[config.mk]
export PLATFORM = sky130hd
export DESIGN_NAME = mac_soft_reset_ctrl
export DESIGN_NICKNAME = d
export VERILOG_FILES = /design/src/rtl/srst_pkg.sv /design/src/rtl/srst_seq.sv /design/src/rtl/srst_err_latch.sv /design/src/rtl/srst_cfg_regs.sv /design/src/rtl/mac_soft_reset_ctrl.sv
export SDC_FILE = /design/constraint.sdc
export NUM_CORES = 1
export LEC_CHECK = 0
export ABC_AREA = 0
export BUFFER_PORTS_ARGS = -buffer_cell sky130_fd_sc_hd__buf_4
export CAP_MARGIN = 20
export CORE_ASPECT_RATIO = 0.9
export CORE_MARGIN = 2
export CORE_UTILIZATION = 40
export DETAILED_ROUTE_END_ITERATION = 8
export PLACE_DENSITY_LB_ADDON = 0.08
export SETUP_SLACK_MARGIN = 0.2
export SLEW_MARGIN = 20
export SYNTH_ARGS = -nofsm -noshare
export SYNTH_HDL_FRONTEND = slang
export SYNTH_SLANG_ARGS = --single-unit
[constraint.sdc]
create_clock -name clk -period 3.5 [get_ports clk]
set_input_delay 0.175 -clock clk [delete_from_list [all_inputs] [get_ports clk]]
set_output_delay 0.175 -clock clk [all_outputs]
set_load 0.01 [all_outputs]
[src/rtl/srst_pkg.sv]
package srst_pkg;
  localparam int unsigned CTRL_ADDR = 0;
  localparam int unsigned STAT_ADDR = 1;
  localparam int unsigned CFG_BASE  = 2;

  typedef enum logic [1:0] {
    SEQ_IDLE  = 2'd0,
    SEQ_WAIT  = 2'd1,
    SEQ_PULSE = 2'd2
  } seq_state_t;
endpackage

[src/rtl/srst_seq.sv]
module srst_seq
  import srst_pkg::*;
#(
  parameter int unsigned PULSE_LEN = 4
) (
  input  logic clk,
  input  logic rst,
  input  logic req_i,
  input  logic tx_idle_i,
  input  logic rx_idle_i,
  output logic core_rst_o,
  output logic pending_o
);
  localparam int unsigned CNT_W = (PULSE_LEN > 1) ? $clog2(PULSE_LEN) : 1;
  localparam logic [CNT_W-1:0] CNT_LOAD = CNT_W'(PULSE_LEN - 1);

  seq_state_t       state_q;
  logic [CNT_W-1:0] cnt_q;

  always_ff @(posedge clk) begin
    if (rst) begin
      state_q    <= SEQ_IDLE;
      cnt_q      <= '0;
      core_rst_o <= 1'b0;
    end else begin
      unique case (state_q)
        SEQ_IDLE: begin
          if (req_i) state_q <= SEQ_WAIT;
        end
        SEQ_WAIT: begin
          if (tx_idle_i && rx_idle_i) begin
            state_q    <= SEQ_PULSE;
            cnt_q      <= CNT_LOAD;
            core_rst_o <= 1'b1;
          end
        end
        SEQ_PULSE: begin
          if (cnt_q == '0) begin
            state_q    <= SEQ_IDLE;
            core_rst_o <= 1'b0;
          end else begin
            cnt_q <= cnt_q - 1'b1;
          end
        end
        default: state_q <= SEQ_IDLE;
      endcase
    end
  end

  assign pending_o = (state_q != SEQ_IDLE);
endmodule

[src/rtl/srst_err_latch.sv]
module srst_err_latch #(
  parameter int unsigned ERR_W = 4
) (
  input  logic             clk,
  input  logic             rst,
  input  logic             evt_i,
  input  logic [ERR_W-1:0] code_i,
  output logic             flag_o,
  output logic [ERR_W-1:0] code_o
);
  always_ff @(posedge clk) begin
    if (rst) begin
      flag_o <= 1'b0;
      code_o <= '0;
    end else if (evt_i && !flag_o) begin
      flag_o <= 1'b1;
      code_o <= code_i;
    end
  end
endmodule

[src/rtl/srst_cfg_regs.sv]
module srst_cfg_regs #(
  parameter int unsigned NUM_CFG  = 4,
  parameter int unsigned DATA_W   = 32,
  parameter int unsigned ADDR_W   = 4,
  parameter int unsigned BASE     = 2
) (
  input  logic                           clk,
  input  logic                           rst,
  input  logic                           clr_i,
  input  logic                           wr_en_i,
  input  logic [ADDR_W-1:0]              wr_addr_i,
  input  logic [DATA_W-1:0]              wr_data_i,
  output logic [NUM_CFG-1:0][DATA_W-1:0] regs_o
);
  for (genvar gi = 0; gi < NUM_CFG; gi++) begin : g_cfg
    localparam logic [ADDR_W-1:0] MY_ADDR = ADDR_W'(BASE + gi);
    always_ff @(posedge clk) begin
      if (rst || clr_i) begin
        regs_o[gi] <= '0;
      end else if (wr_en_i && (wr_addr_i == MY_ADDR)) begin
        regs_o[gi] <= wr_data_i;
      end
    end
  end
endmodule

[src/rtl/mac_soft_reset_ctrl.sv]
module mac_soft_reset_ctrl
  import srst_pkg::*;
#(
  parameter int unsigned DATA_W    = 32,
  parameter int unsigned ADDR_W    = 4,
  parameter int unsigned NUM_CFG   = 4,
  parameter int unsigned ERR_W     = 4,
  parameter int unsigned PULSE_LEN = 4
) (
  input  logic              clk,
  input  logic              rst,
  input  logic              wr_en_i,
  input  logic [ADDR_W-1:0] wr_addr_i,
  input  logic [DATA_W-1:0] wr_data_i,
  input  logic [ADDR_W-1:0] rd_addr_i,
  output logic [DATA_W-1:0] rd_data_o,
  input  logic              tx_idle_i,
  input  logic              rx_idle_i,
  input  logic              err_evt_i,
  input  logic [ERR_W-1:0]  err_code_i,
  output logic              core_rst_o,
  output logic              host_err_irq_o
);
  localparam logic [ADDR_W-1:0] A_CTRL = ADDR_W'(CTRL_ADDR);
  localparam logic [ADDR_W-1:0] A_STAT = ADDR_W'(STAT_ADDR);
  localparam int unsigned       PAD_W  = DATA_W - ERR_W - 1;

  logic                           req_wr;
  logic                           pending;
  logic [ERR_W-1:0]               err_code_q;
  logic [NUM_CFG-1:0][DATA_W-1:0] cfg_q;
  logic [DATA_W-1:0]              rd_mux;

  assign req_wr = wr_en_i && (wr_addr_i == A_CTRL) && wr_data_i[0];

  srst_seq #(.PULSE_LEN(PULSE_LEN)) u_seq (
    .clk        (clk),
    .rst        (rst),
    .req_i      (req_wr),
    .tx_idle_i  (tx_idle_i),
    .rx_idle_i  (rx_idle_i),
    .core_rst_o (core_rst_o),
    .pending_o  (pending)
  );

  srst_err_latch #(.ERR_W(ERR_W)) u_err (
    .clk    (clk),
    .rst    (rst),
    .evt_i  (err_evt_i),
    .code_i (err_code_i),
    .flag_o (host_err_irq_o),
    .code_o (err_code_q)
  );

  srst_cfg_regs #(
    .NUM_CFG (NUM_CFG),
    .DATA_W  (DATA_W),
    .ADDR_W  (ADDR_W),
    .BASE    (CFG_BASE)
  ) u_cfg (
    .clk       (clk),
    .rst       (rst),
    .clr_i     (core_rst_o),
    .wr_en_i   (wr_en_i),
    .wr_addr_i (wr_addr_i),
    .wr_data_i (wr_data_i),
    .regs_o    (cfg_q)
  );

  always_comb begin
    rd_mux = '0;
    if (rd_addr_i == A_CTRL) begin
      rd_mux = {{(DATA_W-1){1'b0}}, pending};
    end else if (rd_addr_i == A_STAT) begin
      rd_mux = {{PAD_W{1'b0}}, err_code_q, host_err_irq_o};
    end else begin
      for (int i = 0; i < NUM_CFG; i++) begin
        if (rd_addr_i == ADDR_W'(CFG_BASE + i)) rd_mux = cfg_q[i];
      end
    end
  end

  always_ff @(posedge clk) begin
    if (rst) rd_data_o <= '0;
    else     rd_data_o <= rd_mux;
  end
endmodule

# ---- Word-level counts from Yosys, hierarchy flattened
# Index checks and enable logic that the tools add are counted.
dict set report op_classes {
  add_sub_neg 1
  eq_ne 15
  muxes 16
  n_reduce_logical 21
}
# op n
set op_table {}
lappend op_table {{$mux 32} 4}
lappend op_table {{$eq 4x2->1 const B} 4}
lappend op_table {{$eq 4x3->1 const B} 4}
lappend op_table {{$mux 2} 5}
lappend op_table {{$reduce_and 3->1} 3}
lappend op_table {{$logic_and 1x1->1} 8}
lappend op_table {{$logic_not 4->1} 2}
lappend op_table {{$pmux 2 s3} 1}
lappend op_table {{$mux 5} 1}
lappend op_table {{$eq 4x1->1 const B} 1}
lappend op_table {{$logic_not 2->1} 2}
lappend op_table {{$ne 2x1->1 const B} 2}
lappend op_table {{$ne 2x2->1 const B} 2}
lappend op_table {{$pmux 2 s2} 1}
lappend op_table {{$reduce_bool 2->1} 2}
lappend op_table {{$mux 1} 3}
lappend op_table {{$reduce_or 3->1} 1}
lappend op_table {{$eq 2x1->1 const B} 1}
lappend op_table {{$eq 2x2->1 const B} 1}
lappend op_table {{$pmux 1 s2} 1}
lappend op_table {{$reduce_or 2->1} 1}
lappend op_table {{$sub 2x1->2 const B} 1}
lappend op_table {{$logic_not 1->1} 1}
lappend op_table {{$logic_or 1x1->1} 1}
dict set report word_totals {
  regBits 170
  output_inout_bits 34
}

# ---- Longest topological paths before layout
dict set report logic_depth {
  word_depth 7
  depth_mapped 7
  ltp_nobuf 6
}

# ---- Modules after synthesis
# From an unflattened synthesis, not the netlist that was laid out.
dict set report hier_totals {
  hier_cells 749
  area_unflattened_um2 7146.9
}
# mod instances cells_each area_per_inst_um2 seq_area_each_um2
set modules_own_cells {}
lappend modules_own_cells {srst_cfg_regs 1 454 4705.8 2562.5}
lappend modules_own_cells {mac_soft_reset_ctrl 1 252 2000.7 640.6}
lappend modules_own_cells {srst_seq 1 23 229.0 100.1}
lappend modules_own_cells {srst_err_latch 1 20 211.5 100.1}

# ---- Least setup slack after synthesis
# No wires, ideal clock.
dict set report synth_timing {
  path_type {register to register}
  startpoint {register u_seq.state_q[0]}
  endpoint {register rd_data_o[0]}
  setup_ns 0.136
  arrival_time_ns 1.185
  required_ns 3.364
  path_slack_ns 2.179
  stages_incl_launch_ff 7
  n_path_buf 0
  path_cell_list {dfxtp_1 > inv_1 > ha_1 > inv_1 > mux4_2 > nor2_1 > a2111oi_2}
}
dict set report synth_between {
  elab_chain_cells 2
}
# item line_no
set synth_lines {}
lappend synth_lines {{start, declared} srst_seq.sv:17} ;# seq_state_t state_q;
lappend synth_lines {{start signal, assigned} srst_seq.sv:22} ;# state_q <= SEQ_IDLE;
lappend synth_lines {{start signal, assigned} srst_seq.sv:28} ;# if (req_i) state_q <= SEQ_WAIT;
lappend synth_lines {{start signal, assigned} srst_seq.sv:32} ;# state_q <= SEQ_PULSE;
lappend synth_lines {{$reduce_bool 2->1} srst_seq.sv:50} ;# assign pending_o = (state_q != SEQ_IDLE);
lappend synth_lines {{$mux 1} mac_soft_reset_ctrl.sv:72} ;# if (rd_addr_i == A_CTRL) begin
lappend synth_lines {{end signal, assigned} mac_soft_reset_ctrl.sv:85} ;# else rd_data_o <= rd_mux;
lappend synth_lines {{end, declared} mac_soft_reset_ctrl.sv:16} ;# output logic [DATA_W-1:0] rd_data_o,
# Every way passes these cells.
# A chain may end at the register's enable or synchronous reset.

# ---- Final worst setup path
dict set report layout_timing {
  startpoint {register u_seq.core_rst_o}
  endpoint {register u_cfg.regs_o[109] (netlist name)}
}
dict set report layout_between {
  elab_chain_cells 1
}
# item line_no
set layout_lines {}
lappend layout_lines {{start, declared} srst_seq.sv:11} ;# output logic core_rst_o,
lappend layout_lines {{start signal, assigned} srst_seq.sv:24} ;# core_rst_o <= 1'b0;
lappend layout_lines {{start signal, assigned} srst_seq.sv:34} ;# core_rst_o <= 1'b1;
lappend layout_lines {{start signal, assigned} srst_seq.sv:40} ;# core_rst_o <= 1'b0;
lappend layout_lines {{$logic_or 1x1->1} srst_cfg_regs.sv:18} ;# if (rst || clr_i) begin
lappend layout_lines {{end signal, assigned by index} srst_cfg_regs.sv:21} ;# regs_o[gi] <= wr_data_i;
lappend layout_lines {{end, declared} srst_cfg_regs.sv:13} ;# output logic [NUM_CFG-1:0][DATA_W-1:0] regs_o
# Every way passes these cells.

==> flow_metrics.py <==
metrics = {
    "worst_hold_path": {
        "worst_hold_startpoint": "wr_data_i[19]",
        "min_to": "u_cfg.regs_o[51]",
        "number_of_cells_on_the_worst_hold_path": 3,
        "hold_class": "in -> reg",
    },
    "global_routing": {
        "grt_start_max_net_pins": 76,
        "grt_remaining_overflow": 0,
        "grt_antenna_before_repair": 0,
        "vias_in_the_first_global_route": 5477,
        "groute.usage.overall_pct": 21.2,
        "first_pass_grt_wire_length_mm": 30.1,
    },
    "placed_design": {
        "detailed_place_hpwl_mm": 10.9,
        "io_buffers": 83,
        "gp_congestion": 0.738,
        "dpl_cell_area_um2": 7580,
    },
    "layout": {
        "post-route-cell-area_um2": 8280,
        "area_growth_pct": 20.3,
        "drive_gt1_share_pct": 14.4,
        "final_nets": 1010,
        "diodes_inserted": 0,
    },
    "worst_setup_path": {
        "critPathMaxStageDelay_ps": 740,
        "cp_data_required_time_ps": 3810,
        "crit_path_start": "u_seq.core_rst_o",
        "timing.critical_path.cells": "or2_4, buf_12, a21oi_1",
        "crit_path_top_delay_cell": "sky130_fd_sc_hd__or2_4",
        "crit_path_max_fanout": 75,
        "reg2reg_setup_slack_ps": 1810,
        "cp-end-kind": "flop",
        "reg2reg_to": "u_cfg.regs_o[109]",
        "regToRegStartpoint": "u_seq.core_rst_o",
        "reg2regPathDepth": 3,
        "cp_top_family": "simple AND/OR/NAND/NOR gates",
        "critPathBufInv": 1,
        "critPathArrivalTime_ps": 2000,
        "critPathLaunchType": "flop",
        "criticalPathCategory": "reg -> reg",
    },
    "clock_tree": {
        "tritoncts": "built",
        "clock-sinks": 170,
        "postCtsResizedCells": 0,
        "cts_max_path_buffers": 2,
        "clk-insertion-delay-late_ps": 440,
        "clock_tree.htree_level_count": 4,
        "clockRootBuffer": "sky130_fd_sc_hd__clkbuf_16",
        "cts_made_buffers": 17,
        "path_clk_slew_ps": 70,
    },
    "yosys": {
        "ys_ff_latch": 170,
        "synth_area_leader_cell": "sky130_fd_sc_hd__dfxtp_1",
        "part_of_the_yosys_area_used_for_sequential_elements_pct": 49.5,
        "netlist_top_cells_area": "sky130_fd_sc_hd__dfxtp_1, sky130_fd_sc_hd__nand2_1, sky130_fd_sc_hd__a21oi_1, sky130_fd_sc_hd__o21ai_0, sky130_fd_sc_hd__a21o_1",
        "syn-mean-instance-area_um2": 7.64,
        "synth_ff_type": "sky130_fd_sc_hd__dfxtp_1",
        "netlist-cell-type-count": 42,
        "syn-instance-count": 900,
        "synth_enable_flop_cells": 0,
        "synth_cell_area_um2": 6880,
        "synth.net_count": 954,
        "async_reset_ff_share_pct": 0,
        "yosys.area.top_type_share_pct": 49.5,
        "synth.yosys.warnings": 0,
    },
    "power_and_ir_drop": {
        "vdd.ir_drop.worst_uv": 333,
        "power.density_nw_per_um2": 499,
        "static_leakage_nw": 2.88,
    },
    "detailed_routing": {
        "remaining_drc_errors": 0,
        "drt_wl_total_mm": 18.7,
        "routedWlPerCell_um": 15.9,
        "num_vias": 6037,
        "detail_route.vias_per_cell": 5.12,
        "drt_iter0_markers": 489,
        "drt_pre_antenna_iters": 6,
        "residual_antenna_violating_net_count_after_detailed_routing": 0,
    },
    "floorplan": {
        "floorplan.initialDensity_pct": 40.9,
        "num_io_pins": 84,
        "placementRows": 45,
        "floorplan.core_area_um2": 16800,
        "fp.dieH_um": 128,
        "die_w_um": 142,
        "design.die.area_um2": 18300,
    },
    "sta": {
        "final.period_utilization_pct": 48.3,
        "slew-limit-headroom_pct": 37.6,
        "finalClockSkew_ps": 10.8,
        "final_period_minus_worst_setup_slack_ps": 1690,
        "final.setup.tns_ps": 0,
        "slew_viol_final": 0,
        "grt_setup_unrepaired": "no",
        "total_count_of_hold_check_failures_in_the_final_report": 0,
        "fmaxAchievable_mhz": 592,
        "setup_viol": 0,
        "worst_pin_slew_ps": 935,
    },
    "outcome": {
        "outcome": "complete, no violations",
    },
    "flow_run": {
        "max-cap-violations": 0,
    },
}
-- per-layer routing --
metal / vias to the layer above / part of all wire, % / global-route usage (%) / wire [µm]
met5: - / 0 / 0 / 0
met4: 0 / 0.77 / 5.53 / 144
met3: 11 / 4.2 / 4.99 / 782
met2: 110 / 45 / 32.4 / 8420
met1: 2827 / 50 / 30.2 / 9360
li1: 3089 / - / - / -
-- synthesized netlist by cell type, types with 2 or more instances --
cell / count
sky130_fd_sc_hd__clkbuf_2: 2
sky130_fd_sc_hd__buf_4: 3
sky130_fd_sc_hd__a21o_1: 28
sky130_fd_sc_hd__nor2_1: 14
sky130_fd_sc_hd__inv_1: 8
sky130_fd_sc_hd__buf_6: 2
sky130_fd_sc_hd__nand3_1: 8
sky130_fd_sc_hd__nand2b_1: 7
sky130_fd_sc_hd__nor3b_2: 2
sky130_fd_sc_hd__buf_1: 2
sky130_fd_sc_hd__nor2b_1: 3
sky130_fd_sc_hd__nand2_1: 325
sky130_fd_sc_hd__or3b_1: 2
sky130_fd_sc_hd__ha_1: 4
sky130_fd_sc_hd__nand3b_1: 2
sky130_fd_sc_hd__buf_2: 22
sky130_fd_sc_hd__a21oi_1: 169
sky130_fd_sc_hd__mux2i_1: 5
sky130_fd_sc_hd__o21ai_0: 50
sky130_fd_sc_hd__nor3_2: 2
sky130_fd_sc_hd__a211oi_1: 2
sky130_fd_sc_hd__clkbuf_1: 37
sky130_fd_sc_hd__and3_1: 2
sky130_fd_sc_hd__o21a_1: 4
sky130_fd_sc_hd__o21ai_1: 9
sky130_fd_sc_hd__dfxtp_1: 170
-- metrics by stage --
step | worst slack [ps] | instances | utilization, % | hold WS (ps) | power [mW]
final | 1810 | 1180 | 49.2 | 11.0 | 4.13
after floorplan | 2180 | 900 | - | 291 | 2.17
after CTS | 1810 | 1178 | 49.1 | 0.0128 | 4.17
after global placement | 1410 | 1137 | 45.0 | 391 | 2.30
after global routing | 1690 | 1180 | 49.2 | 1.24 | 4.28
after detailed placement | 1390 | 1137 | 45.0 | 393 | 2.30
-- where the power goes --
| part | switching, mW | total [mW] | internal [mW] |
|---|---|---|---|
| logic | 0.178 | 0.289 | 0.111 |
| clock network | 0.784 | 1.86 | 1.08 |
| registers | 0.0134 | 1.98 | 1.96 |
-- worst max-delay path by stage --
stage                     slack [ps]  cells after the start           endpoint
after floorplan                 2180                      6       rd_data_o[0]
after CTS                       1810                      3   u_cfg.regs_o[42]
after global placement          1410                      6   u_cfg.regs_o[53]
after detailed placement        1390                      6   u_cfg.regs_o[33]
after global routing            1690                      3  u_cfg.regs_o[105]
final                           1810                      3  u_cfg.regs_o[109]
-- placed cells by master (no fill, tap or decap), types with 2 or more instances in the layout --
cell                            count
sky130_fd_sc_hd__a211oi_1           2
sky130_fd_sc_hd__a21o_1            28
sky130_fd_sc_hd__a21oi_1          169
sky130_fd_sc_hd__and3_1             2
sky130_fd_sc_hd__buf_12             2
sky130_fd_sc_hd__buf_4             92
sky130_fd_sc_hd__clkbuf_1           2
sky130_fd_sc_hd__clkbuf_16         17
sky130_fd_sc_hd__clkbuf_8           5
sky130_fd_sc_hd__clkinv_4           3
sky130_fd_sc_hd__clkinvlp_4         2
sky130_fd_sc_hd__dfxtp_1          170
sky130_fd_sc_hd__dlygate4sd3_1     11
sky130_fd_sc_hd__ha_1               4
sky130_fd_sc_hd__inv_1              8
sky130_fd_sc_hd__mux2i_1            5
sky130_fd_sc_hd__nand2_1          325
sky130_fd_sc_hd__nand2b_1           6
sky130_fd_sc_hd__nand3_1            8
sky130_fd_sc_hd__nand3b_1           2
sky130_fd_sc_hd__nor2_1            14
sky130_fd_sc_hd__nor2b_1            2
sky130_fd_sc_hd__nor3b_4            2
sky130_fd_sc_hd__o21a_1             4
sky130_fd_sc_hd__o21ai_0           50
sky130_fd_sc_hd__o21ai_1            9
-- tightest hold or removal path, stage by stage --
cell and delay (ps):
sky130_fd_sc_hd__buf_4 130, sky130_fd_sc_hd__nand2_1 50, sky130_fd_sc_hd__a21oi_1 50
-- flip-flops by register name (all words and copies together), names as in the netlist --
register          flops
rd_data_o            32
u_cfg.regs_o        128
u_err.code_o          4
u_err.flag_o          1
u_seq.cnt_q           2
u_seq.core_rst_o      1
u_seq.state_q         2
-- cells by family after synthesis --
family | Yosys count | share of synthesized area [%]
DFF | 170 | 49.5
and+or+nand+nor | 377 | 22.7
adders and majority gates | 4 | 0.727
buffers and inverters | 76 | 4.96
AOI/OAI and AO/OA | 267 | 21.1
muxes | 6 | 1.05
-- area by class of cell --
class | count | area, µm²
Multi-Input combinational cell | 654 | 3160
Clock inverter | 8 | 85.1
Fill cell | 1671 | 8550
Timing Repair Buffer | 105 | 841
Tap cell | 211 | 264
Clock buffer | 24 | 502
Inverter | 8 | 30.0
Sequential cell | 170 | 3400
-- repair_timing --
| action | in CTS | in global routing |
|---|---|---|
| setup buffers | 0 | 0 |
| endpoints found under the setup margin | 0 | 0 |
| hold endpoints to repair | 13 | 3 |
| hold buffers | 9 | 2 |
Note: power is estimated with default switching activity, not from simulation.
